File: src/rtl/console_pkg.sv
package console_pkg;
  localparam int unsigned DW = 16;
  localparam int unsigned CW = 8;
  localparam logic [DW-1:0] A_KSTAT = 16'hFE00;
  localparam logic [DW-1:0] A_KDATA = 16'hFE02;
  localparam logic [DW-1:0] A_DSTAT = 16'hFE04;
  localparam logic [DW-1:0] A_DDATA = 16'hFE06;

  typedef enum logic [2:0] {SEL_NONE, SEL_KSTAT, SEL_KDATA, SEL_DSTAT, SEL_DDATA} sel_e;

  function automatic sel_e decode(input logic [DW-1:0] a);
    case (a)
      A_KSTAT: decode = SEL_KSTAT;
      A_KDATA: decode = SEL_KDATA;
      A_DSTAT: decode = SEL_DSTAT;
      A_DDATA: decode = SEL_DDATA;
      default: decode = SEL_NONE;
    endcase
  endfunction

  function automatic logic [DW-1:0] status_word(input logic flag);
    status_word = {flag, {(DW-1){1'b0}}};
  endfunction

  function automatic logic [DW-1:0] char_word(input logic [CW-1:0] c);
    char_word = {{(DW-CW){1'b0}}, c};
  endfunction
endpackage

File: src/rtl/console_kb_side.sv
module console_kb_side
  import console_pkg::*;
(
  input  logic          clk,
  input  logic          rst_n,
  input  logic          src_valid,
  input  logic [CW-1:0] src_char,
  input  logic          data_read,
  output logic          full,
  output logic [CW-1:0] held,
  output logic          accept_ev
);
  assign accept_ev = src_valid && !full;

  always_ff @(posedge clk) begin
    if (!rst_n) begin
      full <= 1'b0;
      held <= '0;
    end else begin
      if (accept_ev) begin
        held <= src_char;
        full <= 1'b1;
      end else if (data_read) begin
        full <= 1'b0;
      end
    end
  end
endmodule

File: src/rtl/console_disp_side.sv
module console_disp_side
  import console_pkg::*;
(
  input  logic          clk,
  input  logic          rst_n,
  input  logic          data_write,
  input  logic [CW-1:0] wr_char,
  input  logic          ack,
  output logic          ready,
  output logic          send_ev,
  output logic [CW-1:0] send_char
);
  assign send_ev   = data_write && ready;
  assign send_char = wr_char;

  always_ff @(posedge clk) begin
    if (!rst_n)        ready <= 1'b1;
    else if (send_ev)  ready <= 1'b0;
    else if (ack)      ready <= 1'b1;
  end
endmodule

File: src/rtl/console_regs.sv
module console_regs
  import console_pkg::*;
(
  input  logic          clk,
  input  logic          rst_n,
  input  logic [15:0]   bus_addr,
  input  logic          bus_rd,
  input  logic          bus_wr,
  input  logic [15:0]   bus_wdata,
  output logic [15:0]   bus_rdata,
  output logic          bus_hit,
  input  logic          kb_valid,
  input  logic [7:0]    kb_char,
  output logic          disp_valid,
  output logic [7:0]    disp_char,
  input  logic          disp_ack
);
  sel_e          sel;
  logic          kdata_rd_ev, ddata_wr_ev;
  logic          kb_full, kb_accept_ev;
  logic [CW-1:0] kb_held;
  logic          dp_ready;

  assign sel         = decode(bus_addr);
  assign bus_hit     = (bus_rd || bus_wr) && (sel != SEL_NONE);
  assign kdata_rd_ev = bus_rd && (sel == SEL_KDATA);
  assign ddata_wr_ev = bus_wr && (sel == SEL_DDATA);

  console_kb_side u_kb (
    .clk(clk), .rst_n(rst_n), .src_valid(kb_valid), .src_char(kb_char),
    .data_read(kdata_rd_ev), .full(kb_full), .held(kb_held), .accept_ev(kb_accept_ev)
  );

  console_disp_side u_dp (
    .clk(clk), .rst_n(rst_n), .data_write(ddata_wr_ev), .wr_char(bus_wdata[CW-1:0]),
    .ack(disp_ack), .ready(dp_ready), .send_ev(disp_valid), .send_char(disp_char)
  );

  always_comb begin
    bus_rdata = '0;
    if (bus_rd) begin
      case (sel)
        SEL_KSTAT: bus_rdata = status_word(kb_full);
        SEL_KDATA: bus_rdata = char_word(kb_held);
        SEL_DSTAT: bus_rdata = status_word(dp_ready);
        default:   bus_rdata = '0;
      endcase
    end
  end
endmodule

File: config.mk
export PLATFORM = sky130hd
export DESIGN_NAME = console_regs
export DESIGN_NICKNAME = d
export VERILOG_FILES = /design/src/rtl/console_pkg.sv /design/src/rtl/console_kb_side.sv /design/src/rtl/console_disp_side.sv /design/src/rtl/console_regs.sv
export SDC_FILE = /design/constraint.sdc
export NUM_CORES = 1
export LEC_CHECK = 0
export BUFFER_PORTS_ARGS = -buffer_cell sky130_fd_sc_hd__buf_2
export CAP_MARGIN = 20
export CORE_ASPECT_RATIO = 1.25
export CORE_UTILIZATION = 35
export CTS_BUF_LIST = sky130_fd_sc_hd__clkbuf_4 sky130_fd_sc_hd__clkbuf_8
export CTS_CLUSTER_SIZE = 16
export DETAILED_ROUTE_END_ITERATION = 10
export PLACE_DENSITY = 0.77
export SETUP_SLACK_MARGIN = 0.15
export SYNTH_ARGS = -nofsm -noshare
export SYNTH_HDL_FRONTEND = slang
export SYNTH_HIERARCHICAL = 1
export SYNTH_SLANG_ARGS = --single-unit
File: constraint.sdc
create_clock -name clk -period 2.8 [get_ports clk]
set_input_delay 0 -clock clk [delete_from_list [all_inputs] [get_ports clk]]
set_output_delay 0 -clock clk [all_outputs]
set_load 0.03 [all_outputs]
* After elaboration in Yosys (flattened, before gate mapping)
Index checks and enable logic that the tools add are counted.
** Cells by class
- Mux-type cells :: 7
- Reduce and logical (&&, ||, !) cells :: 10
- Eq/ne operators :: 8
** Operators with widths (number)
- 16-bit == test (second input constant) :: 4
- 16-bit case mux with 3 select lines :: 1
- 16-bit two-way mux :: 1
- 3-bit case mux with 4 select lines :: 1
- 3-bit by 2-bit == test with 1-bit output (second input constant) :: 2
- 1-bit logical AND :: 5
- 1-bit two-way mux :: 4
- 2-bit nonzero test :: 2
- 3-bit by 1-bit == test with 1-bit output (second input constant) :: 1
- 3-bit == test (second input constant) :: 1
- 3-bit nonzero test :: 1
- 1-bit logical NOT :: 1
- 1-bit logical OR :: 1
** Storage, ports and cells
- Bits of input ports :: 46
- Output and inout bits :: 26
- Logic and storage cells :: 28
- Bits in registers :: 10

* Logic depth before layout (Yosys ltp)
Gate-level depths: netlist of the first run.
- Depth after elaboration :: 6
- Depth in mapped cells :: 6
- Gate-level depth less buffers :: 5

* Modules after synthesis
The synthesis of the first run kept the hierarchy.
** By module, submodules not included
- console_kb_side :: area an instance 372.9 µm², seq. area each 180.2 µm², cells each 39, instances 1
- console_regs :: area an instance 305.3 µm², seq. area each 0.0 µm², cells each 42, instances 1
- console_disp_side :: area an instance 101.3 µm², seq. area each 20.0 µm², cells each 12, instances 1

* Worst setup path before layout of the first run
OpenSTA, ideal clock, no wires.
- Path type :: reg-to-output
- Start point :: register u_kb.full
- End point :: output port bus_rdata[15]
- Required time :: 2800 ps
- Path buffers :: 0
- Data arrival time :: 1373 ps
- Stages on the path, launching flop included :: 3
- Setup slack :: 1427 ps
- Cells stage by stage :: dfxtp_1 -> a21bo_2 -> a2111oi_2
** On the way
- Longest elaborated chain between the ends :: 2
** Ends and longest elaborated chain
- start, declared :: RTL line console_kb_side.sv:9 : output logic full,
- start signal, assigned :: RTL line console_kb_side.sv:17 : full <= 1'b0;
- start signal, assigned :: RTL line console_kb_side.sv:22 : full <= 1'b1;
- start signal, assigned :: RTL line console_kb_side.sv:24 : full <= 1'b0;
- 16-bit case mux with 3 select lines :: RTL line console_regs.sv:42 : case (sel)
- 16-bit two-way mux :: RTL line console_regs.sv:41 : if (bus_rd) begin
- end, declared :: RTL line console_regs.sv:10 : output logic [15:0] bus_rdata,
No other way between the ends.

* Worst setup path in the final report of the first run
Ends and elaborated chain as after synthesis.

==> results.md, run 1 <==
- Reg-to-reg endpoint: u_kb/held[2]$_SDFFE_PN0P_
- Rows: 18
- R2R cell count: 2
- Hold Path Cell Cnt: 0
- Max Cap Violations: 0
- Critical path class: reg -> out
- CP required: 2.80 ns
- Final Hold Viols: 0
- First-pass GRT wire length: 2570 um
- Max IR drop VDD: 0.000220 V
- Min-delay worst type: in -> out
- Clock root buffer: clkbuf_4
- Yosys warns: 6
- # diodes: 0
- I/O Buffers: 40
- Pwr Total: 0.000366 W
- FF+latch count, synth: 10
- Post-synth top area share: 0.257
- Layout cells sized above 1: 0.455
- Num CTS Buffers: 3
- Failing checks: DRC
- Maximum clock insertion buffer count: 2
- Total negative slack: 0 ns
- Final setup viols: 0
- Die width: 44.2 um
- Largest net degree at the start of global routing: 19
- Min Tclk post-route: 1.51 ns
- Register area share after synthesis: 0.257
- Min Hold Slack: 0.0000133 ns
- DRC viols: 10
- Slew at the pin closest to its max-slew limit: 0.576 ns
- Initial antenna violation count: 0
- Vias per Instance: 4.73
- Top post-synthesis cells by area: dfxtp_1, buf_4, nand2_1
- Inst Count DP: 138
- DRT Pass-1 Iters: 7
- Clk slew on worst S/H paths: 0.07 ns
- Total die area: 0.00242 mm2
- Max Freq: 661 MHz
- Routability cong.: 0.723
- RSZ-0062 raised after global routing: false
- Overall routed net length: 1760 um
- CP Capture Type: output pin
- Static leakage: 0.486 nW
- Vias in the first global route: 648
- Startpoint types: register
- CP max FO: 4
- Post-Syn Instances: 93
- Clk_lat worst skew: 0.26 ns
- Core ar.: 0.00203 mm2
- WL per Instance: 11.6 um
- Chip Height: 54.8 um
- Layout area overhead: 28.4%
- Final core occ: 0.494
- Clk sink count: 10
- Pwr dens: 366 mW/mm2
- Syn Area/Cell: 8.38 um2
- Netlist cell types: 25
- Setup slack, reg-to-reg: 1.66 ns
- Hold EP: disp_char[3]
- CTS tree: done
- Post-synth top area cell: dfxtp_1
- 1st-iter DRT viols: 22
- Skew final: 0.000776 ns
- H-tree depth: 1
- Ports: 72
- Post-route ant nets: 0
- Synthesized cell area: 779 um2
- Final clock period utilization by the worst path: 0.540
- Nets@finish: 179
- Max-slew violation count: 0
- Min-delay src: bus_wdata[3]
- Initial Util: 0.385
- Reg2reg start: u_kb/full$_SDFFE_PN0P_
- Total gr overflow: 0
- Status: finished with violations
- Rel. slew slack: 0.615
- Vias: 719
- CP arrival: 1.51 ns
- Fin cells: 152
- HPWL Detailed: 1290 um
- Global Route Usage Sum: 0.148
-- worst max-delay path, stage by stage (launching register included) --
cell and delay (ns):
dfxtp_1 0.38, a21bo_2 0.25, a2111oi_2 0.36, buf_2 0.26
-- synth_stat cells --
| master | instances |
|---|---|
| nand3_1 | 1 |
| a21bo_2 | 1 |
| nand4_2 | 1 |
| and4bb_2 | 1 |
| buf_2 | 1 |
| nor2_1 | 5 |
| nor3_4 | 1 |
| and2_4 | 1 |
| buf_4 | 16 |
| o21ai_2 | 1 |
| o211a_1 | 1 |
| nor3_2 | 7 |
| nand2b_1 | 1 |
| nor4b_2 | 1 |
| dfxtp_1 | 10 |
| mux2i_1 | 8 |
| inv_1 | 1 |
| nor2b_2 | 1 |
| nor3_1 | 1 |
| a2111oi_2 | 1 |
| buf_1 | 1 |
| and4_1 | 1 |
| conb_1 | 1 |
| nand2_1 | 26 |
| buf_6 | 3 |
-- flip-flops by register name, summed over array words and instances, names as in the netlist --
| name | cells |
|---|---|
| u_dp/ready | 1 |
| u_kb/full | 1 |
| u_kb/held | 8 |
-- placed cells by master (no fill, tap or decap) --
| cell type | count |
|---|---|
| nor4b_2 | 1 |
| clkbuf_8 | 1 |
| nand2_1 | 26 |
| and4_1 | 1 |
| nand2b_1 | 1 |
| inv_1 | 1 |
| nand4_2 | 1 |
| nor3_4 | 1 |
| nor3_1 | 1 |
| mux2i_1 | 8 |
| nand3_1 | 1 |
| o21ai_2 | 1 |
| buf_2 | 40 |
| o211a_1 | 1 |
| dfxtp_1 | 10 |
| clkbuf_4 | 3 |
| a2111oi_2 | 1 |
| and4bb_2 | 1 |
| conb_1 | 7 |
| nor2b_2 | 1 |
| and2_4 | 1 |
| nor2_1 | 5 |
| nor3_2 | 7 |
| dlygate4sd3_1 | 10 |
| a21bo_2 | 1 |
-- cell families (layout without fill, tap and decap cells) --
| group | Yosys count | after routing | share of synthesized area |
|---|---|---|---|
| and+or+nand+nor | 48 | 48 | 0.366 |
| other | 1 | 7 | 0.00481 |
| muxes | 8 | 8 | 0.103 |
| AOI/OAI and AO/OA | 4 | 4 | 0.0562 |
| DFF | 10 | 10 | 0.257 |
| buffers and inverters | 22 | 55 | 0.213 |
-- through the flow --
stage	setup slack [ns]	area [um2]
after global placement	1.31	865
after floorplan	1.43	802
after CTS	1.27	1000
after detailed placement	1.31	865
final	1.29	1000
after global routing	1.22	1000
-- report_power, final --
group          leakage [nW]  internal (W)  total [W]  switching, W
registers            0.0822      0.000151   0.000155    0.00000449
clock network        0.0210     0.0000790   0.000131     0.0000520
logic                 0.382     0.0000368  0.0000799     0.0000431
total                 0.486      0.000266   0.000366     0.0000996
-- area by class of cell --
| cell class | instances | area (um2) |
|---|---|---|
| tap | 20 | 25.0 |
| clock buffer | 4 | 36.3 |
| sequential | 10 | 200 |
| timing repair buffer | 50 | 300 |
| multi-input combinational | 67 | 435 |
| fill | 213 | 1030 |
| inverter | 1 | 3.75 |
-- what timing repair did --
action	in CTS	in global routing
endpoints found under the hold margin	10	0
setup endpoints to repair	0	0
hold buffers	10	0
buffers inserted	0	0
resized for setup	0	0
-- layer usage --
layer / vias up / global-route usage / wire [um]
li1: 361 / - / -
met1: 311 / 0.146 / 644
met2: 47 / 0.277 / 897
met3: 0 / 0.0528 / 215
met4: 0 / 0.0606 / 0
met5: - / 0 / 0
-- how the worst max path moves through the flow --
stage,start,to,slack [ns],cells after the start
3_5_place_dp,bus_addr[4],bus_rdata[15],1.31,5
2_1_floorplan,u_kb/full$_SDFFE_PN0P_,bus_rdata[15],1.43,2
6_report,u_kb/full$_SDFFE_PN0P_,bus_rdata[15],1.29,3
3_3_place_gp,bus_addr[4],bus_rdata[15],1.31,5
5_1_grt,u_kb/full$_SDFFE_PN0P_,bus_rdata[15],1.22,3
4_1_cts,u_kb/full$_SDFFE_PN0P_,bus_rdata[15],1.27,3
(Power assumes the default switching activity.)
==> inputs of run 2 (changes only) <==
- ABC_AREA: not set -> 1
- PLACE_DENSITY: 0.77 -> 0.74
- clock period: 2.8 -> 1.6 ns (I/O delays scaled with it)
==> run 2 against run 1 <==
Net effect:
- the flow now finishes without violations
- final cell count rose by 34%
- non-clock buffer count fell by 8
- global-route usage fell by 2.0 points
- first-iteration DRC count fell by 91%
==> results.md, run 2 <==
- Status: completed (was finished with violations)
- Clk sink count: 10 (unchanged)
- Routability cong.: 0.726 (was 0.723)
- Die width: 46.7 um (was 44.2 um)
- Skew final: 0.00115 ns (was 0.000776 ns)
- Static leakage: 0.599 nW (was 0.486 nW)
- Netlist cell types: 21 (was 25)
- Clk slew on worst S/H paths: 0.06 ns (was 0.07 ns)
- CP arrival: 1.43 ns (was 1.51 ns)
- # diodes: 0 (unchanged)
- Yosys warns: 6 (unchanged)
- Final setup viols: 0 (unchanged)
- Maximum clock insertion buffer count: 2 (unchanged)
- Vias in the first global route: 710 (was 648)
- CP max FO: 4 (unchanged)
- Nets@finish: 220 (was 179)
- Total negative slack: 0 ns (unchanged)
- 1st-iter DRT viols: 2 (was 22)
- Final core occ: 0.455 (was 0.494)
- WL per Instance: 7.37 um (was 11.6 um)
- CP Launch Point: bus_addr[8] (was u_kb/full$_SDFFE_PN0P_)
- Biggest registers after layout: u_kb/held: 8 flops, u_dp/ready: 1 flops, u_kb/full: 1 flops (unchanged)
- Register area share after synthesis: 0.229 (was 0.257)
- Critical path class: in -> reg (was reg -> out)
- Number of fill cells in the layout: 279 (was 213)
- Post-synth top area share: 0.229 (was 0.257)
- Initial antenna violation count: 0 (unchanged)
- Pwr dens: 572 mW/mm2 (was 366 mW/mm2)
- Min-delay worst type: in -> out (unchanged)
- RSZ-0062 raised after global routing: false (unchanged)
- Max Freq: 783 MHz
- DRC viols: 0 (was 10)
- Num CTS Buffers: 3 (unchanged)
- Setup WS post-layout: 0.323 ns (was 1.29 ns)
- Reg2reg start: u_dp/ready$_SDFFE_PN1P_ (was u_kb/full$_SDFFE_PN0P_)
- Final clock period utilization by the worst path: 0.798
- Post-CTS setup buffers: 0 (unchanged)
- CP Capture Type: register (was output pin)
- First-pass GRT wire length: 2550 um (was 2570 um)
- Vias: 854 (was 719)
- Largest net degree at the start of global routing: 12 (was 19)
- Ys async rst share: 0 (unchanged)
- Max-slew violation count: 0 (unchanged)
- Vias per Instance: 4.21 (was 4.73)
- Post-synth top area cell: dfxtp_1 (unchanged)
- Chip Height: 57.9 um (was 54.8 um)
- Area of the multi-input gates: 444 um2 (was 435 um2)
- Clk_lat worst skew: 0.26 ns (about the same)
- Post-synth EDFFs: 0 (unchanged)
- Inst Count DP: 198 (was 138)
- FF+latch count, synth: 10 (unchanged)
- Post-Syn Instances: 139 (was 93)
- H-tree depth: 1 (unchanged)
- Max Cap Violations: 0 (unchanged)
- Most common cell after layout, fill and taps aside: buf_2 (unchanged)
- Synthesized cell area: 875 um2 (was 779 um2)
- Reg-to-reg endpoint: u_dp/ready$_SDFFE_PN1P_ (was u_kb/held[2]$_SDFFE_PN0P_)
- Core ar.: 0.00228 mm2 (was 0.00203 mm2)
- Min Tclk post-route: 1.28 ns
- Commonest non-fill, non-tap cells in the layout: buf_2, inv_1, nor2_1 (was buf_2, nand2_1, dlygate4sd3_1, dfxtp_1, mux2i_1)
- Layout area overhead: 18.7% (was 28.4%)
- Main synth FF type: dfxtp_1 (unchanged)
- Setup slack, reg-to-reg: 0.41 ns (was 1.66 ns)
- Final Hold Viols: 0 (unchanged)
- Post-route ant nets: 0 (unchanged)
- Global Route Usage Sum: 0.128 (was 0.148)
- Clock root buffer: clkbuf_4 (unchanged)
- Overall routed net length: 1500 um (was 1760 um)
- Top post-synthesis cells by area: dfxtp_1, buf_4, inv_1 (was dfxtp_1, buf_4, nand2_1)
- Rows: 19 (was 18)
- Max IR drop VDD: 0.000332 V (was 0.000220 V)
- CP required: 1.75 ns (was 2.80 ns)
- Post-synth top cells: inv_1, nor2_1, nand2_1 (was nand2_1, buf_4, dfxtp_1)
- Total die area: 0.00270 mm2 (was 0.00242 mm2)
- Pre-CTS setup slack: 0.379 ns (was 1.31 ns)
- Total gr overflow: 0 (unchanged)
- Startpoint types: input port (was register)
- CTS tree: done (unchanged)
- Largest Register: u_kb/held (unchanged)
- Layout cells sized above 1: 0.349 (was 0.455)
- Register area: 200 um2 (unchanged)
- Count leader, synth: inv_1 (was nand2_1)
- Ports: 72 (unchanged)
- Worst Setup EP: u_dp/ready$_SDFFE_PN1P_ (was bus_rdata[15])
- R2R cell count: 4 (was 2)
- HPWL Detailed: 1290 um (about the same)
- Fin cells: 203 (was 152)
- DRT Pass-1 Iters: 2 (was 7)
- Initial Util: 0.383 (was 0.385)
- Flip-flop count of the largest register after layout: 8 (unchanged)
- Syn Area/Cell: 6.29 um2 (was 8.38 um2)
- I/O Buffers: 40 (unchanged)
[run 2: area by class of cell]
cell class / count / share of cell area
flip-flops and latches: 10 / 0.193
inverters: 30 / 0.108
clock buffers: 3 / 0.0217
well taps: 31 / 0.0373
multi-input cells: 87 / 0.428
repair buffers: 42 / 0.212
[run 2: cells by family after synthesis]
group | count (synthesis) | synth area share
other | 1 | 0.00429
AND/OR/NAND/NOR | 78 | 0.464
buffers and inverters | 48 | 0.289
flip-flops | 10 | 0.229
AO/OA/AOI/OAI | 2 | 0.0143
[run 2: worst min path at each step]
stage	from	endpoint	cells after the start
after floorplan	rst_n	u_dp/ready$_SDFFE_PN1P_	1
after global placement	bus_wdata[6]	disp_char[6]	0
after detailed placement	bus_wdata[6]	disp_char[6]	0
after CTS	bus_wdata[6]	disp_char[6]	0
after global routing	bus_wdata[2]	disp_char[2]	0
final	bus_wdata[0]	disp_char[0]	0
[run 2: worst max-delay path, cell delays in order]
cell and delay [ns]:
buf_2 0.09, inv_1 0.04, nand4_1 0.12, nor2_4 0.15, nand2_1 0.14, nor2_1 0.14
nand2_1 0.08, o21ai_1 0.07, nand2_1 0.05, dlygate4sd3_1 0.54
[run 2: through the flow]
stage          area [um2]  power (W)  hold slack, ns
2_1_floorplan         897   0.000436          0.0687
3_3_place_gp          996   0.000428        0.000205
3_5_place_dp          996   0.000431        0.000205
4_1_cts              1040   0.000601        0.000205
5_1_grt              1040   0.000639       0.0000529
6_report             1040   0.000594       0.0000392
[run 2: layer usage]
| metal | GRT usage | part of all wire |
|---|---|---|
| met4 | 0.0939 | 0.030 |
| met3 | 0.0218 | 0.087 |
| met1 | 0.121 | 0.40 |
| met5 | 0 | 0 |
| met2 | 0.230 | 0.48 |
[run 2: power by group]
group / internal (W) / switching, W
Combinational: 0.0000577 / 0.0000886
Sequential: 0.000268 / 0.0000113
Clock: 0.0000867 / 0.0000810
Total: 0.000413 / 0.000181
[run 2: what timing repair did]
item,4_1_cts,5_1_grt
hold endpoints to repair,1,0
resized for setup,0,0
hold buffers,2,0
